**src/rtl/pinctl_pkg.sv**
```systemverilog
package pinctl_pkg;
  localparam int PORT_W    = 8;
  localparam int NUM_PORTS = 2;
  localparam int PIN_W     = PORT_W * NUM_PORTS;
  localparam int DIM_W     = 8;
  localparam int NUM_DIM   = PIN_W;
  localparam int CNT_W     = 4;

  localparam logic [7:0] A_IN0    = 8'h00;
  localparam logic [7:0] A_OUT0   = 8'h02;
  localparam logic [7:0] A_DIR0   = 8'h04;
  localparam logic [7:0] A_MSK0   = 8'h06;
  localparam logic [7:0] A_ID     = 8'h10;
  localparam logic [7:0] A_CTL    = 8'h11;
  localparam logic [7:0] A_MODE0  = 8'h12;
  localparam logic [7:0] A_DIM0   = 8'h20;
  localparam logic [7:0] A_SRST   = 8'h7F;

  typedef enum logic [3:0] {
    S_IDLE, S_ADDR, S_ADDR_ACK, S_PTR, S_PTR_ACK,
    S_WDAT, S_WDAT_ACK, S_RDAT, S_RACK
  } bus_st_e;

  // dimming slot -> pin index (port 0 = pins 0..7, port 1 = pins 8..15)
  function automatic int dim_pin(input int slot);
    if (slot < 4)       return slot + 8;
    else if (slot < 12) return slot - 4;
    else                return slot;
  endfunction
endpackage

```
**src/rtl/pinctl_sync.sv**
```systemverilog
module pinctl_sync #(
  parameter int           W       = 2,
  parameter int           STAGES  = 2,
  parameter logic [W-1:0] RST_VAL = '1
) (
  input  logic         clk_i,
  input  logic         rst_ni,
  input  logic [W-1:0] d_i,
  output logic [W-1:0] q_o
);
  logic [STAGES-1:0][W-1:0] stg_q;

  always_ff @(posedge clk_i or negedge rst_ni) begin
    if (!rst_ni) begin
      stg_q <= {STAGES{RST_VAL}};
    end else begin
      stg_q[0] <= d_i;
      for (int i = 1; i < STAGES; i++) stg_q[i] <= stg_q[i-1];
    end
  end

  assign q_o = stg_q[STAGES-1];
endmodule

```
**src/rtl/pinctl_bus.sv**
```systemverilog
module pinctl_bus
  import pinctl_pkg::*;
(
  input  logic       clk_i,
  input  logic       rst_ni,
  input  logic       scl_s_i,
  input  logic       sda_s_i,
  input  logic [6:0] dev_addr_i,
  input  logic [7:0] rd_byte_i,
  output logic       sda_oe_o,
  output logic [7:0] ptr_o,
  output logic       wr_stb_o,
  output logic [7:0] wr_data_o,
  output logic       rd_load_o
);
  bus_st_e    st_q;
  logic       scl_q, sda_q;
  logic [CNT_W-1:0] cnt_q;
  logic [7:0] rx_q, tx_q, ptr_q;
  logic       rw_q, mack_q, oe_q;

  logic scl_rise, scl_fall, start_c, stop_c, byte_in, addr_hit;

  assign scl_rise = scl_s_i & ~scl_q;
  assign scl_fall = ~scl_s_i & scl_q;
  assign start_c  = scl_s_i & scl_q & sda_q & ~sda_s_i;
  assign stop_c   = scl_s_i & scl_q & ~sda_q & sda_s_i;
  assign byte_in  = (cnt_q == CNT_W'(8));
  assign addr_hit = (rx_q[7:1] == dev_addr_i);

  assign rd_load_o = scl_fall && !start_c && !stop_c &&
                     ((st_q == S_ADDR_ACK && rw_q) || (st_q == S_RACK && mack_q));
  assign wr_stb_o  = scl_fall && !start_c && !stop_c && st_q == S_WDAT && byte_in;
  assign wr_data_o = rx_q;
  assign ptr_o     = ptr_q;
  assign sda_oe_o  = oe_q;

  always_ff @(posedge clk_i or negedge rst_ni) begin
    if (!rst_ni) begin
      scl_q <= 1'b1;
      sda_q <= 1'b1;
    end else begin
      scl_q <= scl_s_i;
      sda_q <= sda_s_i;
    end
  end

  always_ff @(posedge clk_i or negedge rst_ni) begin
    if (!rst_ni) begin
      st_q   <= S_IDLE;
      cnt_q  <= '0;
      rx_q   <= '0;
      tx_q   <= '0;
      ptr_q  <= '0;
      rw_q   <= 1'b0;
      mack_q <= 1'b0;
      oe_q   <= 1'b0;
    end else if (start_c) begin
      st_q  <= S_ADDR;
      cnt_q <= '0;
      oe_q  <= 1'b0;
    end else if (stop_c) begin
      st_q <= S_IDLE;
      oe_q <= 1'b0;
    end else begin
      if (scl_rise) begin
        unique case (st_q)
          S_ADDR, S_PTR, S_WDAT: begin
            rx_q  <= {rx_q[6:0], sda_s_i};
            cnt_q <= cnt_q + CNT_W'(1);
          end
          S_RDAT:  cnt_q  <= cnt_q + CNT_W'(1);
          S_RACK:  mack_q <= ~sda_s_i;
          default: ;
        endcase
      end
      if (scl_fall) begin
        unique case (st_q)
          S_ADDR: if (byte_in) begin
            if (addr_hit) begin
              oe_q <= 1'b1;
              rw_q <= rx_q[0];
              st_q <= S_ADDR_ACK;
            end else begin
              st_q <= S_IDLE;
            end
          end
          S_ADDR_ACK: begin
            cnt_q <= '0;
            if (rw_q) begin
              tx_q  <= rd_byte_i;
              oe_q  <= ~rd_byte_i[7];
              ptr_q <= ptr_q + 8'd1;
              st_q  <= S_RDAT;
            end else begin
              oe_q <= 1'b0;
              st_q <= S_PTR;
            end
          end
          S_PTR: if (byte_in) begin
            ptr_q <= rx_q;
            oe_q  <= 1'b1;
            st_q  <= S_PTR_ACK;
          end
          S_WDAT: if (byte_in) begin
            ptr_q <= ptr_q + 8'd1;
            oe_q  <= 1'b1;
            st_q  <= S_WDAT_ACK;
          end
          S_PTR_ACK, S_WDAT_ACK: begin
            oe_q  <= 1'b0;
            cnt_q <= '0;
            st_q  <= S_WDAT;
          end
          S_RDAT: begin
            if (byte_in) begin
              oe_q <= 1'b0;
              st_q <= S_RACK;
            end else begin
              tx_q <= {tx_q[6:0], 1'b0};
              oe_q <= ~tx_q[6];
            end
          end
          S_RACK: begin
            cnt_q <= '0;
            if (mack_q) begin
              tx_q  <= rd_byte_i;
              oe_q  <= ~rd_byte_i[7];
              ptr_q <= ptr_q + 8'd1;
              st_q  <= S_RDAT;
            end else begin
              st_q <= S_IDLE;
            end
          end
          default: ;
        endcase
      end
    end
  end
endmodule

```
**src/rtl/pinctl_regs.sv**
```systemverilog
module pinctl_regs
  import pinctl_pkg::*;
#(
  parameter logic [7:0] ID_VAL = 8'h23
) (
  input  logic                   clk_i,
  input  logic                   rst_ni,
  input  logic [1:0]             strap_i,
  input  logic [PIN_W-1:0]       pin_lvl_i,
  input  logic                   wr_stb_i,
  input  logic [7:0]             wr_addr_i,
  input  logic [7:0]             wr_data_i,
  input  logic [7:0]             rd_addr_i,
  input  logic                   rd_load_i,
  output logic [7:0]             rd_byte_o,
  output logic [PIN_W-1:0]       out_val_o,
  output logic [PIN_W-1:0]       dir_in_o,
  output logic [PIN_W-1:0]       irq_mask_o,
  output logic [PIN_W-1:0]       led_gpio_o,
  output logic                   p0_pp_o,
  output logic [1:0]             dim_range_o,
  output logic [NUM_DIM*DIM_W-1:0] dim_lvl_o,
  output logic [NUM_PORTS-1:0]   rd_in_o,
  output logic                   soft_rst_o
);
  logic init_q, srst_q, do_srst, load_dflt;
  logic [PORT_W-1:0] dflt_out;
  logic       pp_q;
  logic [1:0] rng_q;
  logic [NUM_PORTS-1:0][PORT_W-1:0] out_a, dir_a, msk_a, mode_a;
  logic [NUM_PORTS-1:0] rd_in_q;

  assign do_srst   = wr_stb_i && wr_addr_i == A_SRST && wr_data_i == 8'h00;
  assign load_dflt = init_q | do_srst;
  assign dflt_out  = {{(PORT_W/2){strap_i[1]}}, {(PORT_W/2){strap_i[0]}}};

  always_ff @(posedge clk_i or negedge rst_ni) begin
    if (!rst_ni) begin
      init_q <= 1'b1;
      srst_q <= 1'b0;
    end else begin
      init_q <= 1'b0;
      srst_q <= do_srst;
    end
  end

  for (genvar p = 0; p < NUM_PORTS; p++) begin : g_port
    logic [PORT_W-1:0] out_q, dir_q, msk_q, mode_q;
    always_ff @(posedge clk_i or negedge rst_ni) begin
      if (!rst_ni) begin
        out_q <= '0; dir_q <= '0; msk_q <= '0; mode_q <= '1;
      end else if (load_dflt) begin
        out_q <= dflt_out; dir_q <= '0; msk_q <= '0; mode_q <= '1;
      end else if (wr_stb_i) begin
        if (wr_addr_i == A_OUT0  + 8'(p)) out_q  <= wr_data_i;
        if (wr_addr_i == A_DIR0  + 8'(p)) dir_q  <= wr_data_i;
        if (wr_addr_i == A_MSK0  + 8'(p)) msk_q  <= wr_data_i;
        if (wr_addr_i == A_MODE0 + 8'(p)) mode_q <= wr_data_i;
      end
    end
    assign out_a[p]  = out_q;
    assign dir_a[p]  = dir_q;
    assign msk_a[p]  = msk_q;
    assign mode_a[p] = mode_q;
    assign out_val_o [p*PORT_W +: PORT_W] = out_q;
    assign dir_in_o  [p*PORT_W +: PORT_W] = dir_q;
    assign irq_mask_o[p*PORT_W +: PORT_W] = msk_q;
    assign led_gpio_o[p*PORT_W +: PORT_W] = mode_q;

    always_ff @(posedge clk_i or negedge rst_ni) begin
      if (!rst_ni) rd_in_q[p] <= 1'b0;
      else         rd_in_q[p] <= rd_load_i && rd_addr_i == A_IN0 + 8'(p);
    end
  end

  always_ff @(posedge clk_i or negedge rst_ni) begin
    if (!rst_ni) begin
      pp_q  <= 1'b0;
      rng_q <= '0;
    end else if (load_dflt) begin
      pp_q  <= 1'b0;
      rng_q <= '0;
    end else if (wr_stb_i && wr_addr_i == A_CTL) begin
      pp_q  <= wr_data_i[4];
      rng_q <= wr_data_i[1:0];
    end
  end

  for (genvar s = 0; s < NUM_DIM; s++) begin : g_dim
    localparam int PIN = dim_pin(s);
    logic [DIM_W-1:0] lvl_q;
    always_ff @(posedge clk_i or negedge rst_ni) begin
      if (!rst_ni)        lvl_q <= '0;
      else if (load_dflt) lvl_q <= '0;
      else if (wr_stb_i && wr_addr_i == A_DIM0 + 8'(s)) lvl_q <= wr_data_i[DIM_W-1:0];
    end
    assign dim_lvl_o[PIN*DIM_W +: DIM_W] = lvl_q;
  end

  always_comb begin
    rd_byte_o = 8'h00;
    for (int p = 0; p < NUM_PORTS; p++) begin
      if (rd_addr_i == A_IN0   + 8'(p)) rd_byte_o = pin_lvl_i[p*PORT_W +: PORT_W];
      if (rd_addr_i == A_OUT0  + 8'(p)) rd_byte_o = out_a[p];
      if (rd_addr_i == A_DIR0  + 8'(p)) rd_byte_o = dir_a[p];
      if (rd_addr_i == A_MSK0  + 8'(p)) rd_byte_o = msk_a[p];
      if (rd_addr_i == A_MODE0 + 8'(p)) rd_byte_o = mode_a[p];
    end
    if (rd_addr_i == A_ID)  rd_byte_o = ID_VAL;
    if (rd_addr_i == A_CTL) rd_byte_o = {3'b000, pp_q, 2'b00, rng_q};
  end

  assign p0_pp_o     = pp_q;
  assign dim_range_o = rng_q;
  assign rd_in_o     = rd_in_q;
  assign soft_rst_o  = srst_q;
endmodule

```
**src/rtl/pinctl_i2c_slave.sv**
```systemverilog
module pinctl_i2c_slave
  import pinctl_pkg::*;
#(
  parameter int         SYNC_STAGES = 2,
  parameter logic [4:0] ADDR_HI     = 5'b10110,
  parameter logic [7:0] ID_VAL      = 8'h23
) (
  input  logic                     clk_i,
  input  logic                     rst_ni,
  input  logic                     scl_i,
  input  logic                     sda_i,
  output logic                     sda_oe_o,
  input  logic [1:0]               strap_i,
  input  logic [PIN_W-1:0]         pin_lvl_i,
  output logic [PIN_W-1:0]         out_val_o,
  output logic [PIN_W-1:0]         dir_in_o,
  output logic [PIN_W-1:0]         irq_mask_o,
  output logic [PIN_W-1:0]         led_gpio_o,
  output logic                     p0_push_pull_o,
  output logic [1:0]               dim_range_o,
  output logic [NUM_DIM*DIM_W-1:0] dim_lvl_o,
  output logic                     rd_in0_o,
  output logic                     rd_in1_o,
  output logic                     soft_rst_o
);
  logic [1:0] bus_s;
  logic [7:0] ptr, wr_data, rd_byte;
  logic       wr_stb, rd_load;
  logic [NUM_PORTS-1:0] rd_in;

  pinctl_sync #(.W(2), .STAGES(SYNC_STAGES), .RST_VAL(2'b11)) u_sync (
    .clk_i (clk_i),
    .rst_ni(rst_ni),
    .d_i   ({scl_i, sda_i}),
    .q_o   (bus_s)
  );

  pinctl_bus u_bus (
    .clk_i     (clk_i),
    .rst_ni    (rst_ni),
    .scl_s_i   (bus_s[1]),
    .sda_s_i   (bus_s[0]),
    .dev_addr_i({ADDR_HI, strap_i}),
    .rd_byte_i (rd_byte),
    .sda_oe_o  (sda_oe_o),
    .ptr_o     (ptr),
    .wr_stb_o  (wr_stb),
    .wr_data_o (wr_data),
    .rd_load_o (rd_load)
  );

  pinctl_regs #(.ID_VAL(ID_VAL)) u_regs (
    .clk_i      (clk_i),
    .rst_ni     (rst_ni),
    .strap_i    (strap_i),
    .pin_lvl_i  (pin_lvl_i),
    .wr_stb_i   (wr_stb),
    .wr_addr_i  (ptr),
    .wr_data_i  (wr_data),
    .rd_addr_i  (ptr),
    .rd_load_i  (rd_load),
    .rd_byte_o  (rd_byte),
    .out_val_o  (out_val_o),
    .dir_in_o   (dir_in_o),
    .irq_mask_o (irq_mask_o),
    .led_gpio_o (led_gpio_o),
    .p0_pp_o    (p0_push_pull_o),
    .dim_range_o(dim_range_o),
    .dim_lvl_o  (dim_lvl_o),
    .rd_in_o    (rd_in),
    .soft_rst_o (soft_rst_o)
  );

  assign rd_in0_o = rd_in[0];
  assign rd_in1_o = rd_in[1];
endmodule

```
**config.mk**
```make
export PLATFORM = sky130hd
export DESIGN_NAME = pinctl_i2c_slave
export DESIGN_NICKNAME = d
export VERILOG_FILES = /design/src/rtl/pinctl_pkg.sv /design/src/rtl/pinctl_sync.sv /design/src/rtl/pinctl_bus.sv /design/src/rtl/pinctl_regs.sv /design/src/rtl/pinctl_i2c_slave.sv
export SDC_FILE = /design/constraint.sdc
export NUM_CORES = 1
export LEC_CHECK = 0
export BUFFER_PORTS_ARGS = -buffer_cell sky130_fd_sc_hd__buf_2
export CORE_MARGIN = 2
export CORE_UTILIZATION = 25
export CTS_CLUSTER_DIAMETER = 150
export DETAILED_ROUTE_END_ITERATION = 10
export SLEW_MARGIN = 10
export SYNTH_ARGS = -nofsm -noshare
export SYNTH_HDL_FRONTEND = slang
export SYNTH_SLANG_ARGS = --single-unit
```
**constraint.sdc**
```tcl
create_clock -name clk_i -period 3.2 [get_ports clk_i]
set_input_delay 0.32 -clock clk_i [delete_from_list [all_inputs] [get_ports clk_i]]
set_output_delay 0.32 -clock clk_i [all_outputs]
set_load 0.02 [all_outputs]
```
==> out/metrics.cfg <==
[route]
ant_nets=0
drt_iter0_drc=733
wl_per_cell_um=22.26
routed_wl_mm=43.65
vias_per_cell=5.010
dr.pass1.iters=5
drc=0
vias=9825

[die]
chipWidth_um=218.4
ios=221
start_util=0.2533
die_area_um2=47720
die_height_um=218.4
row_count=78
core-area_um2=45380

[placement]
postPlaceCellArea_um2=13450
preCtsSetupSlack_ns=0.2734
dp.cells=1908
gp_congestion=0.8923
port_buffers=220
place_hpwl_mm=30.26

[sta]
fin_crit_sh=0.9149
setup_ws_ns=0.2723
fin_setup_tns_ns=0
max_freq_mhz=341.6
holdWs_ns=0.2333
finalHoldViolations=0
rsz0062_at_grt=no
finalSetupViolations=0
slew_headroom=0.1918
clock_skew_ns=0.01469
period_needed_ns=2.928
worst_slew_pin_slew_ns=1.212
slew_violations=0

[global_route]
grt_pass1_wl_mm=65.17
antenna_found_initial=1
globalRouteOverflowTotal=0
grt_max_degree=90
grt_usage=0.1799
first_global_vias=10060

[yosys]
ys_types=71
synthArstFlopShare=1.000
synth_flop_cell=dfrtp_1
ys_ff_latch=239
synth_top_family_by_area=simple AND/OR/NAND/NOR gates
synth-adder-area-share=0.006530
synth_xor_area_frac=0.003047
yosys_warnings=0
yosys.area_share.simple=0.1717
avgSynthCellArea_um2=10.24
seq_area_frac_synth=0.5227
syn_area_um2=11500
syn_nets=1151
muxShareOfSynthArea=0.1265
syn_inst=1123
synth_compound_area_frac=0.1359
synth_edf_count=0

[clocking]
clockBufferDepth=3
clk_latency_ns=0.56
cts_buffers=27
tritoncts=yes
cts-root-buf=clkbuf_16
cts_sinks=239
cts_max_level=1
clk_pin_slew_ns=0.06

[pwr]
p_leak_nw=7.340
ir_drop_uv=403.9
power_density_nw_per_um2=591.0
power.total_mw=8.544

[worst_hold_path]
whs_path_depth=3
hold_class=primary input to flip-flop

[worst_setup_path]
timing_worst_setup_path_type=flip-flop to flip-flop
arrival_ns=3.35
cp-start-kind=flip-flop
crit_fanout=8
r2r_cells=8
end_kind=flip-flop
cp.required_ns=3.62

[status]
status=completed

[finish]
drive_gt1_frac=0.2733
fin_area_um2=14460
finalNetCount=1368
nFillCells=4688
finish.utilization=0.3186
synthToLayoutAreaGrowth_pct=25.75
finalNonFillerCells=1961
diodes=0

[flow_run]
maxCapViolCount=0

-- registers in the layout (all words and copies together) (netlist names) --
| register | flops |
|---|---|
| u_regs.g_port.mode_q | 16 |
| u_regs.g_port.msk_q | 16 |
| u_bus.ptr_o | 8 |
| u_bus.sda_oe_o | 1 |
| u_regs.dim_range_o | 2 |
| u_bus.st_q | 4 |
| u_regs.soft_rst_o | 1 |
| u_bus.sda_q | 1 |
| u_bus.tx_q | 7 |
| u_regs.init_q | 1 |
| u_regs.g_port.dir_q | 16 |
| u_sync.stg_q | 2 |
| u_bus.cnt_q | 4 |
| u_bus.scl_q | 1 |
| u_bus.mack_q | 1 |
| u_bus.wr_data_o | 8 |
| u_sync.q_o | 2 |
| u_bus.rw_q | 1 |
| u_regs.g_port.out_q | 16 |
| u_regs.rd_in_o | 2 |
| u_regs.g_dim.lvl_q | 128 |
| u_regs.p0_pp_o | 1 |
-- Yosys cell counts (all sizes together), types with 6 or more instances --
master  instances  area share
nor2          181       0.061
nand2          65       0.021
nand2b         13      0.0077
nor3           15      0.0075
dfstp          23       0.053
inv            13      0.0042
a31oi           6      0.0033
dfrtp         216        0.47
buf            15      0.0071
a22o           36       0.027
ha              6      0.0065
nand4           7      0.0054
nand3b          7      0.0046
o21a            7      0.0046
o22a           17       0.013
and2            8      0.0044
a21oi          56       0.024
mux2           10      0.0098
a21o            7      0.0046
and3           13      0.0071
nand3          45       0.022
nor2b          20       0.011
clkbuf         66       0.022
mux2i         134        0.12
o21ai          51       0.022
-- layer usage --
metal / part of all wire / vias up / wire [um] / GRT usage
met1: 0.43 / 4990 / 18720 / 0.2323
met2: 0.48 / 331 / 20750 / 0.2957
met5: 0.00030 / - / 13 / 0
li1: - / 4421 / - / -
met3: 0.058 / 81 / 2547 / 0.03535
met4: 0.037 / 2 / 1620 / 0.07007
-- layout by cell type (no fill, tap or decap), types with 27 or more instances in the layout --
cell type  Yosys  layout
o21ai_0       45      45
a22o_1        36      36
nand2_1       65      65
buf_2         11     219
clkbuf_16      0      27
nand3_1       39      39
dfrtp_1      216     216
buf_4          1      42
a21oi_1       56      56
mux2i_1      134     134
nor2_1       178     178
-- worst paths after layout --
kind,startpoint,end,slack (ns)
worst max register to register,u_bus.cnt_q[0],u_regs.g_dim[7].lvl_q[5],0.27
worst max-delay path,u_bus.cnt_q[0],u_regs.g_dim[7].lvl_q[5],0.27
worst min register to register,u_sync.stg_q[0],u_sync.q_o[0],0.37
max in group asynchronous,rst_ni,u_regs.g_dim[2].lvl_q[3],1.88
min in group asynchronous,rst_ni,u_regs.g_port[0].out_q[5],0.41
worst min-delay path,strap_i[1],u_regs.g_port[1].out_q[7],0.23
-- final cells by class --
class | instances | area [um2] | area share
Timing Repair Buffer | 269 | 1536 | 0.1063
Inverter | 14 | 52.55 | 0.003635
Tap cell | 600 | 750.7 | 0.05193
Clock buffer | 34 | 742.0 | 0.05132
Clock inverter | 16 | 236.5 | 0.01636
Multi-Input combinational cell | 789 | 5129 | 0.3548
Sequential cell | 239 | 6010 | 0.4157
-- power by group --
part | switching (mW) | internal, mW | total, mW
sequential | 0.134 | 3.16 | 3.29
clock | 1.37 | 2.06 | 3.44
combinational | 1.35 | 0.465 | 1.81
-- worst max-delay path, stage by stage (launching register included) --
cell      delay, ns
dfrtp_1        0.41
inv_1          0.07
ha_1           0.16
nand3b_1       0.13
or4_4          0.59
or4_1          0.62
nor3_4         0.50
mux2i_1        0.26
nor2_1         0.06
-- repair_timing --
| action | in CTS | in global routing |
|---|---|---|
| buffers inserted | 0 | 0 |
| gates resized for setup | 0 | 0 |
| hold endpoints to repair | 82 | 0 |
| setup endpoints to repair | 0 | 0 |
| hold buffers | 3 | 0 |
-- logic make-up after synthesis --
logic type / count (synthesis)
AO/OA/AOI/OAI: 232
other: 1
adder cells (fa/ha/maj): 6
flip-flops: 239
multiplexers: 144
AND/OR/NAND/NOR: 402
XOR/XNOR: 4
buffers and inverters: 95
No activity file was read; power rests on OpenSTA's default activity.
